**src/rtl/flash_cmd_pkg.sv**
```systemverilog
package flash_cmd_pkg;
    localparam int WORD_W    = 32;
    localparam int PAY_BYTES = 8;
    localparam int PAY_W     = 8 * PAY_BYTES;
    localparam int PAY_IDX_W = $clog2(PAY_BYTES);
    localparam int DUM_W     = 5;
    localparam int ITEM_W    = DUM_W;

    localparam logic [2:0] SEL_CTRL = 3'd0;
    localparam logic [2:0] SEL_ADDR = 3'd1;
    localparam logic [2:0] SEL_WLO  = 3'd2;
    localparam logic [2:0] SEL_WHI  = 3'd3;
    localparam logic [2:0] SEL_RLO  = 3'd4;
    localparam logic [2:0] SEL_RHI  = 3'd5;

    localparam logic [1:0] XK_TX    = 2'd0;
    localparam logic [1:0] XK_DUMMY = 2'd1;
    localparam logic [1:0] XK_RX    = 2'd2;

    typedef enum logic [2:0] {
        ST_IDLE, ST_OPCODE, ST_ADDR, ST_DUMMY, ST_WRITE, ST_READ
    } seq_state_t;

    typedef struct packed {
        logic [7:0]       opcode;
        logic             rd_en;
        logic [2:0]       rd_cnt;
        logic             addr_en;
        logic [1:0]       addr_cnt;
        logic             wr_en;
        logic [2:0]       wr_cnt;
        logic [DUM_W-1:0] dummy;
    } cmd_cfg_t;
endpackage

```
**src/rtl/fce_regs.sv**
```systemverilog
module fce_regs
    import flash_cmd_pkg::*;
(
    input  logic              clk,
    input  logic              rst_n,
    input  logic              wr_en,
    input  logic [2:0]        sel,
    input  logic [WORD_W-1:0] wdata_in,
    input  logic              busy,
    output cmd_cfg_t          cfg,
    output logic [WORD_W-1:0] addr,
    output logic [PAY_W-1:0]  payload,
    output logic              start
);
    logic accept;
    assign accept = wr_en && !busy;
    assign start  = accept && (sel == SEL_CTRL) && wdata_in[0];

    always_ff @(posedge clk or negedge rst_n) begin
        if (!rst_n) begin
            cfg     <= '0;
            addr    <= '0;
            payload <= '0;
        end else if (accept) begin
            case (sel)
                SEL_CTRL: begin
                    cfg.opcode   <= wdata_in[31:24];
                    cfg.rd_en    <= wdata_in[23];
                    cfg.rd_cnt   <= wdata_in[22:20];
                    cfg.addr_en  <= wdata_in[19];
                    cfg.addr_cnt <= wdata_in[17:16];
                    cfg.wr_en    <= wdata_in[15];
                    cfg.wr_cnt   <= wdata_in[14:12];
                    cfg.dummy    <= wdata_in[11:7];
                end
                SEL_ADDR: addr                  <= wdata_in;
                SEL_WLO:  payload[WORD_W-1:0]   <= wdata_in;
                SEL_WHI:  payload[PAY_W-1:WORD_W] <= wdata_in;
                default: ;
            endcase
        end
    end
endmodule

```
**src/rtl/fce_rx_collect.sv**
```systemverilog
module fce_rx_collect
    import flash_cmd_pkg::*;
(
    input  logic                 clk,
    input  logic                 rst_n,
    input  logic                 clear,
    input  logic                 rx_we,
    input  logic [PAY_IDX_W-1:0] rx_idx,
    input  logic [7:0]           rx_byte,
    output logic [PAY_W-1:0]     rdata
);
    for (genvar i = 0; i < PAY_BYTES; i++) begin : g_lane
        always_ff @(posedge clk or negedge rst_n) begin
            if (!rst_n)
                rdata[8*i +: 8] <= '0;
            else if (clear)
                rdata[8*i +: 8] <= '0;
            else if (rx_we && (rx_idx == PAY_IDX_W'(i)))
                rdata[8*i +: 8] <= rx_byte;
        end
    end
endmodule

```
**src/rtl/fce_seq.sv**
```systemverilog
module fce_seq
    import flash_cmd_pkg::*;
(
    input  logic                 clk,
    input  logic                 rst_n,
    input  logic                 start,
    input  cmd_cfg_t             cfg,
    input  logic [WORD_W-1:0]    addr,
    input  logic [PAY_W-1:0]     payload,
    input  logic                 xfer_ack,
    input  logic [7:0]           xfer_rxd,
    output logic                 xfer_req,
    output logic [1:0]           xfer_kind,
    output logic [7:0]           xfer_tx,
    output logic                 busy,
    output logic                 rx_we,
    output logic [PAY_IDX_W-1:0] rx_idx,
    output logic [7:0]           rx_byte
);
    seq_state_t        state_q, state_d;
    logic [ITEM_W-1:0] cnt_q, cnt_d;
    logic              last;
    logic [1:0]        ab_sel;
    logic [WORD_W-1:0] addr_sh;
    logic [PAY_W-1:0]  pay_sh;

    function automatic seq_state_t next_phase(seq_state_t s, cmd_cfg_t c);
        logic to_addr, to_dummy, to_write, to_read;
        to_addr  = (s == ST_OPCODE) && c.addr_en;
        to_dummy = (s inside {ST_OPCODE, ST_ADDR}) && (c.dummy != '0);
        to_write = (s inside {ST_OPCODE, ST_ADDR, ST_DUMMY}) && c.wr_en;
        to_read  = (s != ST_READ) && c.rd_en;
        if (to_addr)       return ST_ADDR;
        else if (to_dummy) return ST_DUMMY;
        else if (to_write) return ST_WRITE;
        else if (to_read)  return ST_READ;
        else               return ST_IDLE;
    endfunction

    always_comb begin
        unique case (state_q)
            ST_OPCODE: last = 1'b1;
            ST_ADDR:   last = (cnt_q == ITEM_W'(cfg.addr_cnt));
            ST_DUMMY:  last = (cnt_q == cfg.dummy - 1'b1);
            ST_WRITE:  last = (cnt_q == ITEM_W'(cfg.wr_cnt));
            ST_READ:   last = (cnt_q == ITEM_W'(cfg.rd_cnt));
            default:   last = 1'b0;
        endcase
    end

    always_comb begin
        state_d = state_q;
        cnt_d   = cnt_q;
        if (state_q == ST_IDLE) begin
            cnt_d = '0;
            if (start) state_d = ST_OPCODE;
        end else if (xfer_ack) begin
            if (last) begin
                state_d = next_phase(state_q, cfg);
                cnt_d   = '0;
            end else begin
                cnt_d = cnt_q + 1'b1;
            end
        end
    end

    always_ff @(posedge clk or negedge rst_n) begin
        if (!rst_n) begin
            state_q <= ST_IDLE;
            cnt_q   <= '0;
        end else begin
            state_q <= state_d;
            cnt_q   <= cnt_d;
        end
    end

    assign ab_sel  = cfg.addr_cnt - cnt_q[1:0];
    assign addr_sh = addr >> {ab_sel, 3'b000};
    assign pay_sh  = payload >> {cnt_q[PAY_IDX_W-1:0], 3'b000};

    always_comb begin
        xfer_req  = (state_q != ST_IDLE);
        busy      = (state_q != ST_IDLE);
        xfer_kind = XK_TX;
        xfer_tx   = '0;
        unique case (state_q)
            ST_OPCODE: xfer_tx   = cfg.opcode;
            ST_ADDR:   xfer_tx   = addr_sh[7:0];
            ST_DUMMY:  xfer_kind = XK_DUMMY;
            ST_WRITE:  xfer_tx   = pay_sh[7:0];
            ST_READ:   xfer_kind = XK_RX;
            default: ;
        endcase
        rx_we   = (state_q == ST_READ) && xfer_ack;
        rx_idx  = cnt_q[PAY_IDX_W-1:0];
        rx_byte = xfer_rxd;
    end
endmodule

```
**src/rtl/flash_cmd_engine.sv**
```systemverilog
module flash_cmd_engine
    import flash_cmd_pkg::*;
(
    input  logic        clk,
    input  logic        rst_n,
    input  logic        reg_wr_en,
    input  logic [2:0]  reg_sel,
    input  logic [31:0] reg_wdata,
    output logic [31:0] reg_rdata,
    output logic        xfer_req,
    output logic [1:0]  xfer_kind,
    output logic [7:0]  xfer_tx,
    input  logic        xfer_ack,
    input  logic [7:0]  xfer_rxd,
    output logic        cs_active
);
    cmd_cfg_t             cfg;
    logic [WORD_W-1:0]    addr;
    logic [PAY_W-1:0]     payload;
    logic [PAY_W-1:0]     rdata;
    logic                 start;
    logic                 busy;
    logic                 rx_we;
    logic [PAY_IDX_W-1:0] rx_idx;
    logic [7:0]           rx_byte;

    fce_regs u_regs (
        .clk(clk), .rst_n(rst_n), .wr_en(reg_wr_en), .sel(reg_sel),
        .wdata_in(reg_wdata), .busy(busy), .cfg(cfg), .addr(addr),
        .payload(payload), .start(start)
    );

    fce_seq u_seq (
        .clk(clk), .rst_n(rst_n), .start(start), .cfg(cfg), .addr(addr),
        .payload(payload), .xfer_ack(xfer_ack), .xfer_rxd(xfer_rxd),
        .xfer_req(xfer_req), .xfer_kind(xfer_kind), .xfer_tx(xfer_tx),
        .busy(busy), .rx_we(rx_we), .rx_idx(rx_idx), .rx_byte(rx_byte)
    );

    fce_rx_collect u_rx (
        .clk(clk), .rst_n(rst_n), .clear(start), .rx_we(rx_we),
        .rx_idx(rx_idx), .rx_byte(rx_byte), .rdata(rdata)
    );

    assign cs_active = busy;

    always_comb begin
        case (reg_sel)
            SEL_CTRL: reg_rdata = {cfg.opcode, cfg.rd_en, cfg.rd_cnt, cfg.addr_en,
                                   1'b0, cfg.addr_cnt, cfg.wr_en, cfg.wr_cnt,
                                   cfg.dummy, 5'b00000, busy, 1'b0};
            SEL_ADDR: reg_rdata = addr;
            SEL_WLO:  reg_rdata = payload[WORD_W-1:0];
            SEL_WHI:  reg_rdata = payload[PAY_W-1:WORD_W];
            SEL_RLO:  reg_rdata = rdata[WORD_W-1:0];
            SEL_RHI:  reg_rdata = rdata[PAY_W-1:WORD_W];
            default:  reg_rdata = '0;
        endcase
    end
endmodule

```
**config.mk**
```make
export PLATFORM = sky130hd
export DESIGN_NAME = flash_cmd_engine
export DESIGN_NICKNAME = d
export VERILOG_FILES = /design/src/rtl/flash_cmd_pkg.sv /design/src/rtl/fce_regs.sv /design/src/rtl/fce_rx_collect.sv /design/src/rtl/fce_seq.sv /design/src/rtl/flash_cmd_engine.sv
export SDC_FILE = /design/constraint.sdc
export NUM_CORES = 1
export LEC_CHECK = 0
export BUFFER_PORTS_ARGS = -buffer_cell sky130_fd_sc_hd__buf_4
export CAP_MARGIN = 10
export CORE_MARGIN = 4
export CORE_UTILIZATION = 50
export CTS_CLUSTER_DIAMETER = 40
export DETAILED_ROUTE_END_ITERATION = 7
export PLACE_DENSITY_LB_ADDON = 0.12
export SKIP_LAST_GASP = 1
export SLEW_MARGIN = 20
export SYNTH_ARGS = -nofsm -noshare
export SYNTH_HDL_FRONTEND = slang
export SYNTH_SLANG_ARGS = --single-unit
```
**constraint.sdc**
```tcl
create_clock -name clk -period 10.3 [get_ports clk]
set_input_delay 3.09 -clock clk [delete_from_list [all_inputs] [get_ports clk]]
set_output_delay 3.09 -clock clk [all_outputs]
set_load 0.005 [all_outputs]
```
# Yosys cells after proc, flatten, opt, wreduce, memory -nomap -nowiden
# Cells that the tools add are included.
# totals
register_bits,192
in_bits,47
output_inout_bits,44
wordCells,119
# classes
add_sub_neg,3
eq_ne,23
shifts,2
muxes,31
reduce_logical,39
# ops
op,n
$pmux 32 s6,1
$mux 8,16
$shr 64x6->8,1
$shr 32x5->8,1
$eq 3x3->1 const B,8
$mux 3,8
$pmux 8 s3,1
$reduce_bool 2->1,11
$eq 3x2->1 const B,6
$logic_and 1x1->1,16
$mux 5,3
$eq 5x3->1,2
$eq 3x1->1 const B,3
$logic_not 3->1,3
$reduce_and 2->1,4
$reduce_bool 3->1,2
$add 5x1->5 const B,1
$eq 5x2->1,1
$eq 5x5->1,1
$pmux 1 s5,1
$reduce_bool 5->1,1
$sub 5x1->5 const B,1
$pmux 2 s2,1
$ne 3x3->1 const B,1
4 further kinds,4

# Longest topological paths before layout
# logic_depth
depth_word,9
mapped_depth,9
ltp_nobuf,8

# By module
# From an unflattened synthesis, not the netlist that was laid out.
# unflattened
cells_unflattened,906
hier_area_um2,11039.3
# by_module_without_submodules
module,n_inst,cells_per_inst,area_per_inst_um2,seq_area_each_um2
fce_regs,1,258,4493.1,3002.9
fce_rx_collect,1,236,2939.1,1601.5
fce_seq,1,197,1885.6,200.2
flash_cmd_engine,1,215,1721.7,0.0

# Worst setup path before layout
# No wires, ideal clock.
# synth_path
path_type,in2out
start,input port reg_sel[0]
end,output port reg_rdata[1]
arrival_ns,4.432
required_time_ns,7.210
path_slack_ns,2.778
path_stages,6
path_buffers,3
path_cell_list,clkbuf_1 > nor3_1 > clkbuf_1 > clkbuf_1 > a22oi_1 > nand3_1
# synth_via
elab_chain_len,2
word_cells_on_any_way,7
classes_between,eq/ne (5); mux (1); reduce/logical (1)
# synth_lines
element,line_no,text
"start, declared",flash_cmd_engine.sv:7,"input logic [2:0] reg_sel,"
"$eq 3x3->1, or another cell as far along",flash_cmd_engine.sv:48,case (reg_sel)
$pmux 32 s6 (*),flash_cmd_engine.sv:48,
"end, declared",flash_cmd_engine.sv:9,"output logic [31:0] reg_rdata,"
# Every way passes the cells marked *; elsewhere a longest branch is shown, timed or not.

# Worst setup path after layout
# layout_path
start,input port reg_sel[0]
end,output port reg_rdata[31]
# Same word-level chain as after synthesis.

==> impl_metrics.sql <==
INSERT INTO impl_metrics (metric_group, metric, value, unit) VALUES
('sta', 'highest_clock_frequency_the_design_can_meet', '121', 'MHz'),
('cells_and_area', 'drive_gt1_share', '31.2', '%'),
('placed_design', 'place.gp.congestion', '0.909', ''),
('worst_setup_path', 'cp_max_fo', '21', ''),
('logic_synthesis', 'synth_top_cell_area_share', '48.0', '%'),
('clock_network', 'max-clock-path-buffers', '2', ''),
('logic_synthesis', 'synth_ff_type', 'sky130_fd_sc_hd__dfrtp_1', ''),
('grt', 'vias_in_the_first_global_route', '7944', ''),
('grt', 'grt_pass1_wl', '49700', 'um'),
('sta', 'slew-limit-headroom', '28.5', '%'),
('logic_synthesis', 'number_of_warnings_printed_during_yosys_synthesis', '0', ''),
('placed_design', 'placed_wire_length_estimate_after_detailed_placement', '21100', 'um'),
('power', 'total_leakage_power', '5.15', 'nW'),
('power', 'pwr_density_cell', '270', 'nW/um2'),
('sta', 'tightest_slew', '1.07', 'ns'),
('sta', 'finalSetupTns', '0', 'ns'),
('floorplanning', 'die_y', '149', 'um'),
('logic_synthesis', 'syn_area_per_cell', '11.4', 'um2'),
('power', 'power.total', '0.00310', 'W'),
('clock_network', 'post_cts.resized_instances', '0', ''),
('sta', 'slew_viol_final', '0', ''),
('worst_setup_path', 'critPathCaptureType', 'output port', ''),
('floorplanning', 'overall_die_width', '149', 'um'),
('logic_synthesis', 'synthesis.nets', '935', ''),
('logic_synthesis', 'yosys_register_bits', '192', ''),
('logic_synthesis', 'synth.largest_area_cell', 'sky130_fd_sc_hd__dfrtp_1', ''),
('floorplanning', 'design.die.area', '22300', 'um2'),
('sta', 'final_worst_clock_skew', '0.0112', 'ns'),
('sta', 'setup-violations-final', '0', ''),
('job', 'cap_violations', '0', ''),
('routing', 'routed_wl', '32300', 'um'),
('placed_design', 'numPortBuffers', '90', ''),
('clock_network', 'cts.root.buffer_cell', 'sky130_fd_sc_hd__clkbuf_16', ''),
('clock_network', 'clock-sinks', '192', ''),
('logic_synthesis', 'post_synth_instance_area', '10000', 'um2'),
('routing', 'drt_first_iter_violations', '811', ''),
('floorplanning', 'start_util', '51.1', '%'),
('power', 'power.share.sequential', '42.1', '%'),
('power', 'vdd_ir_drop_max', '0.000157', 'V'),
('logic_synthesis', 'ys_seq_area_share', '48.0', '%'),
('routing', 'dr_total_vias', '8031', ''),
('logic_synthesis', 'post_synth_num_cell_types', '64', ''),
('worst_setup_path', 'worst_ep_required_time', '7.21', 'ns'),
('routing', 'via_per_inst', '6.60', ''),
('floorplanning', 'floorplan.rows', '51', ''),
('sta', 'layout_worst_path_cycle_share', '80.0', '%'),
('clock_network', 'cts_tree', 'built', ''),
('sta', 'setup_repair_after_global_routing_missed_its_margin', 'false', ''),
('floorplanning', 'placeable_area', '19600', 'um2'),
('routing', 'wirelength_per_cell', '26.5', 'um'),
('worst_setup_path', 'cp-start-kind', 'primary input', ''),
('placed_design', 'dp_worst_setup_slack', '2.11', 'ns'),
('cells_and_area', 'antenna_cells', '0', ''),
('grt', 'grt_max_degree', '105', ''),
('power', 'switching_portion_of_total_power', '36.6', '%'),
('grt', 'globalRoute.totalOverflow', '0', ''),
('routing', 'antenna_violating_nets_post_route', '0', ''),
('cells_and_area', 'layout.cells.most_common', 'sky130_fd_sc_hd__dfrtp_1', ''),
('clock_network', 'holdBufCountCts', '0', ''),
('clock_network', 'clk_pin_slew', '0.07', 'ns'),
('sta', 'report.final.hold_viol_count', '0', ''),
('outcome', 'run_status', 'completed', ''),
('grt', 'globalRouteTotalUtil', '29.7', '%'),
('power', 'combPwrFrac', '36.8', '%'),
('clock_network', 'htree_num_levels', '4', ''),
('worst_hold_path', 'worst_hold_path_type', 'flop to flop', ''),
('logic_synthesis', 'post_synth_main_area_contributors', 'sky130_fd_sc_hd__dfrtp_1 48%, sky130_fd_sc_hd__mux2_2 14%, sky130_fd_sc_hd__a22oi_1 6.2%, sky130_fd_sc_hd__mux4_2 4.1%, sky130_fd_sc_hd__mux2i_1 4.0%', ''),
('clock_network', 'clk-insertion-delay-late', '0.45', 'ns'),
('worst_setup_path', 'cp.arrival', '5.15', 'ns'),
('sta', 'setup_slack', '2.06', 'ns'),
('power', 'internal_power_component', '0.00196', 'W');
[synthesized netlist by cell type, types with 2 or more instances]
| cell | n |
|---|---|
| sky130_fd_sc_hd__a211oi_1 | 4 |
| sky130_fd_sc_hd__a21oi_1 | 44 |
| sky130_fd_sc_hd__a221o_1 | 7 |
| sky130_fd_sc_hd__a22oi_1 | 83 |
| sky130_fd_sc_hd__a31oi_1 | 2 |
| sky130_fd_sc_hd__and2_1 | 5 |
| sky130_fd_sc_hd__and3_1 | 4 |
| sky130_fd_sc_hd__buf_1 | 9 |
| sky130_fd_sc_hd__buf_2 | 19 |
| sky130_fd_sc_hd__clkbuf_1 | 32 |
| sky130_fd_sc_hd__clkbuf_2 | 8 |
| sky130_fd_sc_hd__dfrtp_1 | 192 |
| sky130_fd_sc_hd__ha_1 | 8 |
| sky130_fd_sc_hd__inv_1 | 15 |
| sky130_fd_sc_hd__mux2_2 | 121 |
| sky130_fd_sc_hd__mux2i_1 | 40 |
| sky130_fd_sc_hd__mux4_1 | 6 |
| sky130_fd_sc_hd__mux4_2 | 18 |
| sky130_fd_sc_hd__nand2_1 | 72 |
| sky130_fd_sc_hd__nand2b_1 | 5 |
| sky130_fd_sc_hd__nand3_1 | 71 |
| sky130_fd_sc_hd__nand3b_1 | 2 |
| sky130_fd_sc_hd__nand4_1 | 2 |
| sky130_fd_sc_hd__nor2_1 | 35 |
| sky130_fd_sc_hd__nor3_1 | 5 |
| sky130_fd_sc_hd__nor3_2 | 3 |
| sky130_fd_sc_hd__nor4b_1 | 2 |
| sky130_fd_sc_hd__o21ai_0 | 15 |
| sky130_fd_sc_hd__o221ai_1 | 3 |
| sky130_fd_sc_hd__o22ai_1 | 9 |
| sky130_fd_sc_hd__o31ai_1 | 2 |
| sky130_fd_sc_hd__xnor2_1 | 5 |
[worst paths after layout]
check | start | end | slack, ns | cells past startpoint
max in group asynchronous | rst_n | u_regs.addr[16] | 6.34 | 2
max | reg_sel[0] | reg_rdata[31] | 2.06 | 7
min reg2reg | u_rx.rdata[2] | u_rx.rdata[2] | 0.52 | 2
min | u_rx.rdata[2] | u_rx.rdata[2] | 0.52 | 2
max reg2reg | u_seq.state_q[1] | u_regs.payload[49] | 7.31 | 6
min in group asynchronous | rst_n | u_regs.payload[9] | 2.75 | 1
[critical path, stage by stage]
cell                      delay (ns)
sky130_fd_sc_hd__buf_4          0.24
sky130_fd_sc_hd__inv_1          0.16
sky130_fd_sc_hd__nor3_2         0.79
sky130_fd_sc_hd__buf_4          0.45
sky130_fd_sc_hd__a22oi_1        0.16
sky130_fd_sc_hd__nand3_1        0.12
sky130_fd_sc_hd__buf_4          0.12
[cell families (layout without fill, tap and decap cells)]
group	after synthesis	after routing	share of synthesized area, %
DFF	192	192	48.0
and+or+nand+nor	219	219	10.5
buffers and inverters	86	158	3.84
muxes	185	185	23.2
AOI/OAI and AO/OA	184	184	12.8
adders and majority gates	8	8	1.00
xor gates and xnor gates	6	6	0.525
[state kept, by name, summed over array words and instances, names as in the netlist]
register        count
u_regs.payload     64
u_rx.rdata         64
u_regs.addr        32
u_regs.cfg         24
u_seq.cnt_q         5
u_seq.state_q       3
[metal layers]
metal	up-vias	global-route usage, %	part of all wire (%)
li1	3423	-	-
met1	4123	43.4	43
met2	416	44.6	46
met3	69	6.30	8.2
met4	0	9.38	2.7
met5	-	0	0
[stage by stage]
| step | utilization, % | instance area [um2] | instances | hold WS [ns] |
|---|---|---|---|---|
| detailed placement | 55.5 | 10900 | 1185 | 0.509 |
| finish | 58.5 | 11500 | 1217 | 0.523 |
| CTS | 58.4 | 11400 | 1217 | 0.526 |
| global route | 58.5 | 11500 | 1217 | 0.545 |
| global placement | 55.5 | 10900 | 1185 | 0.504 |
| floorplan | - | 10000 | 880 | 0.486 |
[power groups by stage]
| stage | clock network [W] | registers, W | logic, W |
|---|---|---|---|
| final | 0.000653 | 0.00130 | 0.00114 |
| after global routing | 0.000692 | 0.00133 | 0.00123 |
| after CTS | 0.000658 | 0.00129 | 0.00114 |
| after detailed placement | 0 | 0.00130 | 0.00113 |
| after global placement | 0 | 0.00129 | 0.00111 |
| after floorplan | 0 | 0.00118 | 0.000809 |
[final cells by class]
| type | instances | area (um2) |
|---|---|---|
| Clock buffer | 21 | 460 |
| Clock inverter | 11 | 105 |
| Timing Repair Buffer | 111 | 840 |
| Tap cell | 265 | 332 |
| Sequential cell | 192 | 4800 |
| Inverter | 15 | 56.3 |
| Multi-Input combinational cell | 602 | 4850 |
| Fill cell | 1726 | 8140 |
(Power assumes the default switching activity.)
